File: src/rtl/adc_seq_pkg.sv
package adc_seq_pkg;
  localparam int NUM_SEQ   = 4;
  localparam int SEQ_W     = $clog2(NUM_SEQ);
  localparam int MAX_STEPS = 8;
  localparam int STEP_W    = $clog2(MAX_STEPS);
  localparam int RES_W     = 12;
  localparam int RD_W      = 32;
  localparam int EV_W      = 8;
  localparam int unsigned SEQ_STEPS [NUM_SEQ] = '{8, 4, 4, 1};

  localparam logic [3:0] TRG_CPU    = 4'h0;
  localparam logic [3:0] TRG_CMP0   = 4'h1;
  localparam logic [3:0] TRG_CMP1   = 4'h2;
  localparam logic [3:0] TRG_PIN    = 4'h4;
  localparam logic [3:0] TRG_TMR    = 4'h5;
  localparam logic [3:0] TRG_PWM0   = 4'h6;
  localparam logic [3:0] TRG_PWM1   = 4'h7;
  localparam logic [3:0] TRG_PWM2   = 4'h8;
  localparam logic [3:0] TRG_PWM3   = 4'h9;
  localparam logic [3:0] TRG_ALWAYS = 4'hF;

  typedef struct packed {
    logic temp;
    logic ie;
    logic last;
    logic diff;
  } step_ctl_t;

  typedef struct packed {
    step_ctl_t  ctl;
    logic [3:0] chan;
  } step_t;

  // First table slot of sequencer s (steps are packed back to back).
  function automatic int step_base(input int s);
    int acc;
    acc = 0;
    for (int i = 0; i < NUM_SEQ; i++)
      if (i < s) acc += int'(SEQ_STEPS[i]);
    return acc;
  endfunction

  localparam int TOTAL_STEPS = step_base(NUM_SEQ);

  function automatic logic trig_hit(input logic [3:0] sel, input logic sw,
                                    input logic [EV_W-1:0] ev);
    case (sel)
      TRG_CPU:    return sw;
      TRG_CMP0:   return ev[0];
      TRG_CMP1:   return ev[1];
      TRG_PIN:    return ev[2];
      TRG_TMR:    return ev[3];
      TRG_PWM0:   return ev[4];
      TRG_PWM1:   return ev[5];
      TRG_PWM2:   return ev[6];
      TRG_PWM3:   return ev[7];
      TRG_ALWAYS: return 1'b1;
      default:    return 1'b0;
    endcase
  endfunction

  // Lowest-numbered pending sequencer wins.
  function automatic logic [SEQ_W-1:0] first_pending(input logic [NUM_SEQ-1:0] p);
    logic [SEQ_W-1:0] w;
    w = '0;
    for (int i = NUM_SEQ - 1; i >= 0; i--)
      if (p[i]) w = SEQ_W'(i);
    return w;
  endfunction
endpackage

File: src/rtl/adc_trig_sel.sv
module adc_trig_sel
  import adc_seq_pkg::*;
(
  input  logic            en,
  input  logic [3:0]      sel,
  input  logic            sw,
  input  logic [EV_W-1:0] ev,
  output logic            hit
);
  assign hit = en && trig_hit(sel, sw, ev);
endmodule

File: src/rtl/adc_res_fifo.sv
module adc_res_fifo #(
  parameter int DEPTH = 4,
  parameter int W     = 12
) (
  input  logic         clk,
  input  logic         rst_n,
  input  logic         push,
  input  logic         pop,
  input  logic [W-1:0] din,
  output logic [W-1:0] head,
  output logic         empty,
  output logic         ovf,
  output logic         unf
);
  localparam int PW = (DEPTH > 1) ? $clog2(DEPTH) : 1;
  localparam int CW = $clog2(DEPTH + 1);

  logic [W-1:0]  mem [DEPTH];
  logic [PW-1:0] wp, rp;
  logic [CW-1:0] cnt;
  logic          full, do_push, do_pop;

  function automatic logic [PW-1:0] nxt(input logic [PW-1:0] p);
    return (p == PW'(DEPTH - 1)) ? '0 : p + 1'b1;
  endfunction

  assign full    = (cnt == CW'(DEPTH));
  assign empty   = (cnt == '0);
  assign do_push = push && !full;
  assign do_pop  = pop && !empty;
  assign head    = empty ? '0 : mem[rp];

  always_ff @(posedge clk) begin
    if (do_push) mem[wp] <= din;
  end

  always_ff @(posedge clk) begin
    if (!rst_n) begin
      wp <= '0; rp <= '0; cnt <= '0; ovf <= 1'b0; unf <= 1'b0;
    end else begin
      if (do_push) wp <= nxt(wp);
      if (do_pop)  rp <= nxt(rp);
      if (do_push && !do_pop) cnt <= cnt + 1'b1;
      else if (do_pop && !do_push) cnt <= cnt - 1'b1;
      if (push && full) ovf <= 1'b1;
      if (pop && empty) unf <= 1'b1;
    end
  end
endmodule

File: src/rtl/adc_seq_ctrl.sv
module adc_seq_ctrl
  import adc_seq_pkg::*;
(
  input  logic                 clk,
  input  logic                 rst_n,
  input  logic                 cfg_we,
  input  logic [SEQ_W-1:0]     cfg_seq,
  input  logic [STEP_W-1:0]    cfg_step,
  input  logic [3:0]           cfg_chan,
  input  logic [3:0]           cfg_ctl,
  input  logic [NUM_SEQ-1:0]   seq_en,
  input  logic [4*NUM_SEQ-1:0] trig_sel,
  input  logic [NUM_SEQ-1:0]   sw_start,
  input  logic [EV_W-1:0]      trig_ev,
  output logic                 conv_req,
  output logic [3:0]           conv_code,
  output logic                 conv_diff,
  output logic                 conv_temp,
  input  logic                 conv_done,
  input  logic [RES_W-1:0]     conv_data,
  input  logic                 rd_en,
  input  logic [SEQ_W-1:0]     rd_seq,
  output logic [RD_W-1:0]      rd_data,
  output logic [NUM_SEQ-1:0]   fifo_empty,
  output logic [NUM_SEQ-1:0]   step_done,
  output logic                 busy,
  output logic [NUM_SEQ-1:0]   ovf,
  output logic [NUM_SEQ-1:0]   unf
);
  localparam int IDX_W = $clog2(TOTAL_STEPS);

  step_t               tbl [TOTAL_STEPS];
  logic [NUM_SEQ-1:0]  hit, pend, push, pop, grant_oh;
  logic                running;
  logic [SEQ_W-1:0]    cur_seq, grant;
  logic [STEP_W-1:0]   cur_step;
  logic [IDX_W-1:0]    cur_idx, cfg_idx;
  step_t               cur;
  logic [RES_W-1:0]    head [NUM_SEQ];
  logic                cfg_ok;

  // Named internal events.
  logic conv_fire, step_last, seq_start;

  assign cfg_ok  = 32'(cfg_step) < SEQ_STEPS[cfg_seq];
  assign cfg_idx = IDX_W'(step_base(int'(cfg_seq)) + int'(cfg_step));
  assign cur_idx = IDX_W'(step_base(int'(cur_seq)) + int'(cur_step));
  assign cur     = tbl[cur_idx];

  assign conv_fire = running && conv_done;
  assign step_last = cur.ctl.last || (32'(cur_step) == SEQ_STEPS[cur_seq] - 1);
  assign seq_start = !running && (|pend);
  assign grant     = first_pending(pend);
  assign grant_oh  = seq_start ? (NUM_SEQ'(1) << grant) : '0;

  assign conv_req  = running;
  assign conv_code = cur.chan;
  assign conv_temp = cur.ctl.temp;
  assign conv_diff = cur.ctl.diff && !cur.ctl.temp;
  assign busy      = running;
  assign rd_data   = RD_W'(head[rd_seq]);

  always_ff @(posedge clk) begin
    if (!rst_n) begin
      for (int i = 0; i < TOTAL_STEPS; i++) tbl[i] <= '0;
    end else if (cfg_we && cfg_ok) begin
      tbl[cfg_idx] <= step_t'({cfg_ctl, cfg_chan});
    end
  end

  for (genvar g = 0; g < NUM_SEQ; g++) begin : g_seq
    adc_trig_sel u_trig (
      .en (seq_en[g]),
      .sel(trig_sel[4*g +: 4]),
      .sw (sw_start[g]),
      .ev (trig_ev),
      .hit(hit[g])
    );

    assign push[g] = conv_fire && (cur_seq == SEQ_W'(g));
    assign pop[g]  = rd_en && (rd_seq == SEQ_W'(g));

    adc_res_fifo #(.DEPTH(int'(SEQ_STEPS[g])), .W(RES_W)) u_fifo (
      .clk  (clk),
      .rst_n(rst_n),
      .push (push[g]),
      .pop  (pop[g]),
      .din  (conv_data),
      .head (head[g]),
      .empty(fifo_empty[g]),
      .ovf  (ovf[g]),
      .unf  (unf[g])
    );
  end

  always_ff @(posedge clk) begin
    if (!rst_n) pend <= '0;
    else        pend <= ((pend & ~grant_oh) | hit) & seq_en;
  end

  always_ff @(posedge clk) begin
    if (!rst_n) begin
      running   <= 1'b0;
      cur_seq   <= '0;
      cur_step  <= '0;
      step_done <= '0;
    end else begin
      step_done <= '0;
      if (seq_start) begin
        running  <= 1'b1;
        cur_seq  <= grant;
        cur_step <= '0;
      end else if (conv_fire) begin
        if (cur.ctl.ie) step_done[cur_seq] <= 1'b1;
        if (step_last) running <= 1'b0;
        else           cur_step <= cur_step + 1'b1;
      end
    end
  end
endmodule

File: config.mk
export PLATFORM = sky130hd
export DESIGN_NAME = adc_seq_ctrl
export DESIGN_NICKNAME = d
export VERILOG_FILES = /design/src/rtl/adc_seq_pkg.sv /design/src/rtl/adc_trig_sel.sv /design/src/rtl/adc_res_fifo.sv /design/src/rtl/adc_seq_ctrl.sv
export SDC_FILE = /design/constraint.sdc
export NUM_CORES = 1
export LEC_CHECK = 0
export BUFFER_PORTS_ARGS = -buffer_cell sky130_fd_sc_hd__buf_2
export CAP_MARGIN = 10
export CORE_MARGIN = 5
export CORE_UTILIZATION = 52
export DETAILED_ROUTE_END_ITERATION = 12
export PLACE_DENSITY = 0.79
export SLEW_MARGIN = 20
export SYNTH_ARGS = -nofsm -noshare
export SYNTH_HDL_FRONTEND = slang
export SYNTH_SLANG_ARGS = --single-unit
File: constraint.sdc
create_clock -name clk -period 3 [get_ports clk]
set_input_delay 0.3 -clock clk [delete_from_list [all_inputs] [get_ports clk]]
set_output_delay 0.3 -clock clk [all_outputs]
set_load 0.005 [all_outputs]
==> results of run 1 <==
[sequential cells by signal, summed over array words and instances, names as in the netlist, named ones only]
name / cells
g_seq.u_fifo.mem: 204
busy: 1
step_done: 4
cur_seq: 2
g_seq.u_fifo.unf: 4
g_seq.u_fifo.ovf: 4
g_seq.u_fifo.wp: 7
g_seq.u_fifo.cnt: 11
pend: 4
tbl: 256
g_seq.u_fifo.rp: 7
cur_step: 3
[through the flow]
step           cells  area [um^2]
3_3_place_gp    1964        23500
5_1_grt         2083        25600
3_5_place_dp    1964        23500
2_1_floorplan   1325        22000
6_report        2083        25600
4_1_cts         2079        25500
[routing by layer]
layer | share of wire, % | global-route usage (%)
met5 | 0 | 0
met4 | 2.1 | 5.91
met3 | 9.7 | 5.09
met2 | 49 | 34.1
met1 | 39 | 29.9
[repair_timing]
| item | in CTS | in global routing |
|---|---|---|
| pin swaps | 2 | 0 |
| buffers inserted | 17 | 3 |
| hold buffers | 5 | 0 |
| gates cloned | 3 | 0 |
| setup endpoints to repair | 8 | 13 |
| endpoints found under the hold margin | 4 | 0 |
| gates resized for setup | 30 | 17 |
[placed cells by master (no fill, tap or decap), types with 11 or more instances in the layout]
master and count:
a21oi_1 30, o21ai_0 44, nor2b_1 18, dfxtp_1 47
mux4_2 124, nand2_1 26, or3_1 11, buf_2 94
and2_1 147, nor2_1 83, clkbuf_1 11, buf_4 101
mux2i_1 33, inv_1 23, conb_1 20, edfxtp_1 460
clkbuf_16 51, ha_1 31
[cell type report]
cell class | instances | area share [%]
Antenna cell | 1 | 0.00979
Clock buffer | 66 | 5.37
Clock inverter | 25 | 0.823
Inverter | 26 | 0.397
Multi-Input combinational cell | 691 | 26.0
Sequential cell | 514 | 58.3
Tap cell | 539 | 2.64
Timing Repair Buffer | 221 | 6.41
[cells by family (layout without fill, tap and decap cells)]
group,after synthesis,after routing,synth area share [%]
XOR/XNOR,8,8,0.319
AO/OA/AOI/OAI,129,129,3.74
adder cells (fa/ha/maj),38,38,2.34
multiplexers,168,168,14.8
flip-flops,514,514,67.9
AND/OR/NAND/NOR,328,328,8.12
buffers and inverters,120,338,2.83
other,1,21,0.0171
[power breakdown]
part | switching, mW | internal (mW) | leakage (nW)
Combinational | 0.720 | 0.603 | 3.34
Sequential | 0.0851 | 7.95 | 4.65
Clock | 2.60 | 3.48 | 0.774
[final timing paths]
kind,from,endpoint,slack [ps],cells past startpoint
worst min register to register,g_seq[0].u_fifo.unf$_SDFFE_PN0P_,g_seq[0].u_fifo.unf$_SDFFE_PN0P_,460,2
worst max register to register,g_seq[0].u_fifo.cnt[2]$_SDFFE_PN0P_,g_seq[0].u_fifo.cnt[3]$_SDFFE_PN0P_,170,11
worst max-delay path,cur_step[0]$_SDFFE_PP0P_,conv_diff,-160,7
worst min-delay path,trig_sel[3],pend[0]$_SDFF_PN0_,40,3
[critical path, stage by stage (launching register included)]
cell	delay (ps)
dfxtp_4	430
buf_8	160
buf_12	140
mux4_2	520
mux4_2	470
mux2_4	310
nor2_4	130
buf_2	120
==> out/qor.txt, run 1 <==
Status = finished with violations
Failing checks = negative setup slack
Max Cap Viol = 0
Min Tclk post-route = 3160 ps
Inserted Clock Buffers = 50
Register area share after synthesis = 67.9%
Die height = 215 um
Area Overhead vs Synth = 16.4%
Critical path arrival = 2860 ps
Setup TNS = -697 ps
Post-Syn Area = 0.0220 mm^2
FILL cells = 2898
Fin crit share = 105%
Gr usage total = 21.3%
P_leak = 8.76 nW
Clk sink count = 514
DRC viols = 0
Flops & latches, synth = 514
Fraction of registers with async set/reset = 0%
Avg Cell Area, Syn = 16.8 um^2
Core area = 0.0419 mm^2
Cell with the most instances after synthesis = edfxtp_1
Clk buf depth = 3
Fin util = 61.1%
Crit. End Element = primary output
Root Driver = clkbuf_16
Final WL = 49.7 mm
VDD IR max = 389 uV
Final hold vios = 0
Register area = 0.0149 mm^2
DR iter-0 viols = 1422
Worst-path fanout max = 6
Area share of the largest cell type after synthesis = 62.9%
Clock skew = 19.3 ps
RSZ-0062 raised after global routing = yes
Slew HR = 44.1%
Final worst slack = -161 ps
First-pass GRT wire length = 76.2 mm
Multi-input logic area = 0.00665 mm^2
Vias per cell = 5.97
Die Area = 0.0464 mm^2
Ys flop type = edfxtp_1
Buffers on Ports = 99
Drt first pass iters = 5
Pwr Total = 15.4 mW
Routed Antenna Nets = 0
Largest net degree at the start of global routing = 34
Final Max Slew Viols = 0
Fraction of layout instances using a drive strength above 1 = 29.7%
Commonest cells in the netlist = edfxtp_1 (460), and2_1 (147), mux4_2 (124)
# IOs = 120
DP Wirelength = 31.1 mm
Yosys Warn Count = 0
Syn Inst Count = 1306
Power Density = 604 mW/mm^2
Worst Hold Class = input pin to flop
Htree depth = 2
Worst-Skew Late Latency = 580 ps
Slew @ Worst Pin = 837 ps
CP Class = flop to primary output
CTS tree = yes
Initial Util = 52.4%
Setup violations, final = 6
CTS clk-pin slew, worst paths = 60 ps
Initial antenna violation count = 1
Cell variety after synth = 54
Gp weighted congestion = 0.852
Die width = 215 um
GRT overflow = 0
Critical Path RT = 2700 ps
Synth area leader = edfxtp_1
Hold WS = 35.7 ps
Vias in the first global route = 12600
CP Launch Type = flop
Vias = 12400
Fmax = 0.316 GHz
Row count = 75
Place WS = 102 ps
Routed len/inst = 23.9 um
Largest cells by area after synthesis = edfxtp_1 (63%), mux4_2 (13%), dfxtp_1 (4.9%)
Number of enable flip-flop cells after synthesis = 460
Final Net Count = 1606
Power figures use the tool's default switching activity.
==> run 2: changes to the inputs <==
RECOVER_POWER = 100   (was unset)
==> run 2 against run 1 <==
Routed wire length is essentially flat. Design area shrank 1.2%. Largest cell class unchanged. The run ends with max-capacitance violations, max-slew violations, negative setup slack left. First-iteration DRC count down 14%. Via count fell by 0.48%. Sequential power about the same. Global-route usage stayed put. Fmax barely moved. Non-clock buffer count unchanged. Critical path depth is the same. Sequential share of layout area up 0.68 points. Clock power hardly changed. Total power down 0.25%.
==> out/qor.txt, run 2 (synthesized netlist as in run 1, its figures left out) <==
Worst reg-to-reg path cell count = 10 (-1)
Commonest non-fill, non-tap cells in the layout = edfxtp_1 (460), mux4_2 (124), and2_0 (100), clkbuf_1 (100), nor2_1 (83)
Clk sink count = 514 (unchanged)
DR iter-0 viols = 1218 (-14%)
Largest net degree at the start of global routing = 34 (unchanged)
Reg-to-Reg Start = cur_step[0]$_SDFFE_PP0P_
Vias per cell = 5.95 (-0.48%)
CP max stage delay = 520 ps (about the same)
WHS Path Cells = 3 (unchanged)
Worst-path fanout max = 6 (unchanged)
Worst hold endpoint = pend[0]$_SDFF_PN0_
Final worst slack = -164 ps (-3.11 ps)
Clk buf depth = 3 (unchanged)
Register area = 0.0149 mm^2 (about the same)
Final hold vios = 0 (unchanged)
Vias in the first global route = 12600 (unchanged)
Commonest non-fill, non-tap cell in the layout = edfxtp_1
Slowest-stage cell, CP = mux4_2
CP Launch Type = flop
Final instance area = 0.0253 mm^2 (-1.2%)
Area Overhead vs Synth = 15.1%
Cell family with most CP delay = multiplexers
Fin util = 60.4% (-0.71 points)
Drt first pass iters = 6 (+1)
CP Class = flop to primary output
Routed Antenna Nets = 0 (unchanged)
Reg2reg setup slack = 70 ps (-100 ps)
Core area = 0.0419 mm^2 (unchanged)
CP bufs+invs = 3 (unchanged)
Worst-Skew Late Latency = 580 ps (about the same)
CTS tree = yes
Hold path start = trig_sel[3]
Layout Cells excl Fill = 2083 (unchanged)
Htree depth = 2 (unchanged)
Initial Util = 52.4% (unchanged)
Placed inst area = 0.0235 mm^2 (unchanged)
First-pass GRT wire length = 76.2 mm (unchanged)
Root Driver = clkbuf_16
Fin crit share = 105% (about the same)
Setup TNS = -687 ps (+9.79 ps)
Min Tclk post-route = 3160 ps (+3.11 ps)
Power Density = 610 mW/mm^2 (+0.92%)
DP Wirelength = 31.1 mm (unchanged)
Largest register FFs = 256 (unchanged)
Slew @ Worst Pin = 1760 ps (+925 ps)
Multi-input logic area = 0.00661 mm^2 (-0.51%)
Inserted Clock Buffers = 50 (unchanged)
Register with the highest flop count = tbl
GRT overflow = 0 (unchanged)
RSZ-0062 raised after global routing = yes
Status = finished with violations
Die height = 215 um (unchanged)
Row count = 75 (unchanged)
Final Net Count = 1606 (unchanged)
Critical path arrival = 2860 ps (about the same)
Die width = 215 um (unchanged)
Fraction of layout instances using a drive strength above 1 = 23.5% (-6.2 points)
Gp weighted congestion = 0.852 (unchanged)
Most common cell on crit path = mux4_2
Critical Path RT = 2700 ps (about the same)
Buffers on Ports = 99 (unchanged)
Final WL = 49.7 mm (about the same)
P_leak = 8.32 nW (-5.0%)
Final Max Slew Viols = 165 (+165)
Slew HR = -17.4% (-62 points)
Routed len/inst = 23.9 um (about the same)
CTS clk-pin slew, worst paths = 60 ps (about the same)
FF-to-FF End = cur_step[2]$_SDFFE_PP0P_
Placed Cells incl. Taps = 1964 (unchanged)
DRC viols = 0 (unchanged)
Top Registers = tbl: 256 flops, g_seq.u_fifo.mem: 204 flops, g_seq.u_fifo.cnt: 11 flops
Fmax = 0.316 GHz (about the same)
# IOs = 120 (unchanged)
Gr usage total = 21.3% (unchanged)
VDD IR max = 387 uV (-0.45%)
Crit. End Element = primary output
Setup violations, final = 6 (unchanged)
Initial antenna violation count = 1 (unchanged)
Failing checks = max-capacitance violations, max-slew violations, negative setup slack
CP Cell Sequence = buf_8, buf_12, mux4_2, mux4_2, mux2_4, nor2_4, buf_2
Clock skew = 20.7 ps (+1.41 ps)
Worst Hold Class = input pin to flop
Place WS = 102 ps (unchanged)
Max Cap Viol = 5 (+5)
Die Area = 0.0464 mm^2 (unchanged)
FILL cells = 2989 (+3.1%)
Vias = 12400 (-0.48%)
run 2: cell count changes in the layout (fill, tap and decap cells not counted), moves of 3 or more:
cell | previous run | this run
clkbuf_1 | 11 | 100
nor3_2 | 3 | 0
and2_1 | 147 | 47
nor3_1 | 6 | 9
clkbuf_2 | 0 | 3
buf_2 | 94 | 62
buf_4 | 101 | 41
and2_0 | 0 | 100
run 2: worst max path at each step:
stage,endpoint,slack [ps],cells past startpoint,startpoint
floorplan,tbl[11][0]$_SDFFCE_PN0P_,90,7,cfg_seq[0]
global placement,tbl[10][4]$_SDFFCE_PN0P_,140,8,cfg_seq[0]
finish,conv_diff,-160,7,cur_step[0]$_SDFFE_PP0P_
CTS,conv_diff,-150,8,cur_step[0]$_SDFFE_PP0P_
global route,conv_diff,-220,7,cur_step[0]$_SDFFE_PP0P_
detailed placement,tbl[10][1]$_SDFFCE_PN0P_,100,8,cfg_seq[0]
run 2: cell type report:
cell class              instances  area share (%)
flip-flops and latches        514            59.0
well taps                     539            2.67
diodes                          1         0.00991
clock buffers                  66            5.43
multi-input cells             691            26.2
repair buffers                221            5.45
inverters                      26           0.401
clock inverters                25           0.832
run 2: metal layers:
metal  track usage (%)  wire [um]  vias to the layer above
li1                  -          -                     5414
met1              29.9      19100                     6255
met2              34.1      24200                      636
met3              5.09       5330                       80
met4              5.91       1080                        0
met5                 0          0                        -
run 2: repair_timing:
item | in CTS | in global routing
gates cloned | 3 | 0
setup endpoints to repair | 8 | 13
pin swaps | 2 | 0
setup buffers | 17 | 3
gates resized for setup | 30 | 17
endpoints found under the hold margin | 4 | 0
hold buffers | 5 | 0
run 2: report_power, final:
group          internal (mW)  switching, mW
logic                  0.573          0.721
registers               7.95         0.0825
clock network           3.48           2.59
run 2: stage by stage:
stage | power (mW) | hold slack [ps]
after floorplan | 8.87 | 399
after global placement | 9.30 | 444
after detailed placement | 9.34 | 451
after CTS | 15.4 | 12.7
after global routing | 15.9 | 28.2
final | 15.4 | 42.2
run 2: worst register-to-register path: cells and delay by family (launching register included):
family          cells  cell delay (ps)
mux                 2              840
compound gates      2              700
buf+inv             5              640
flops               1              430
simple gates        1              220
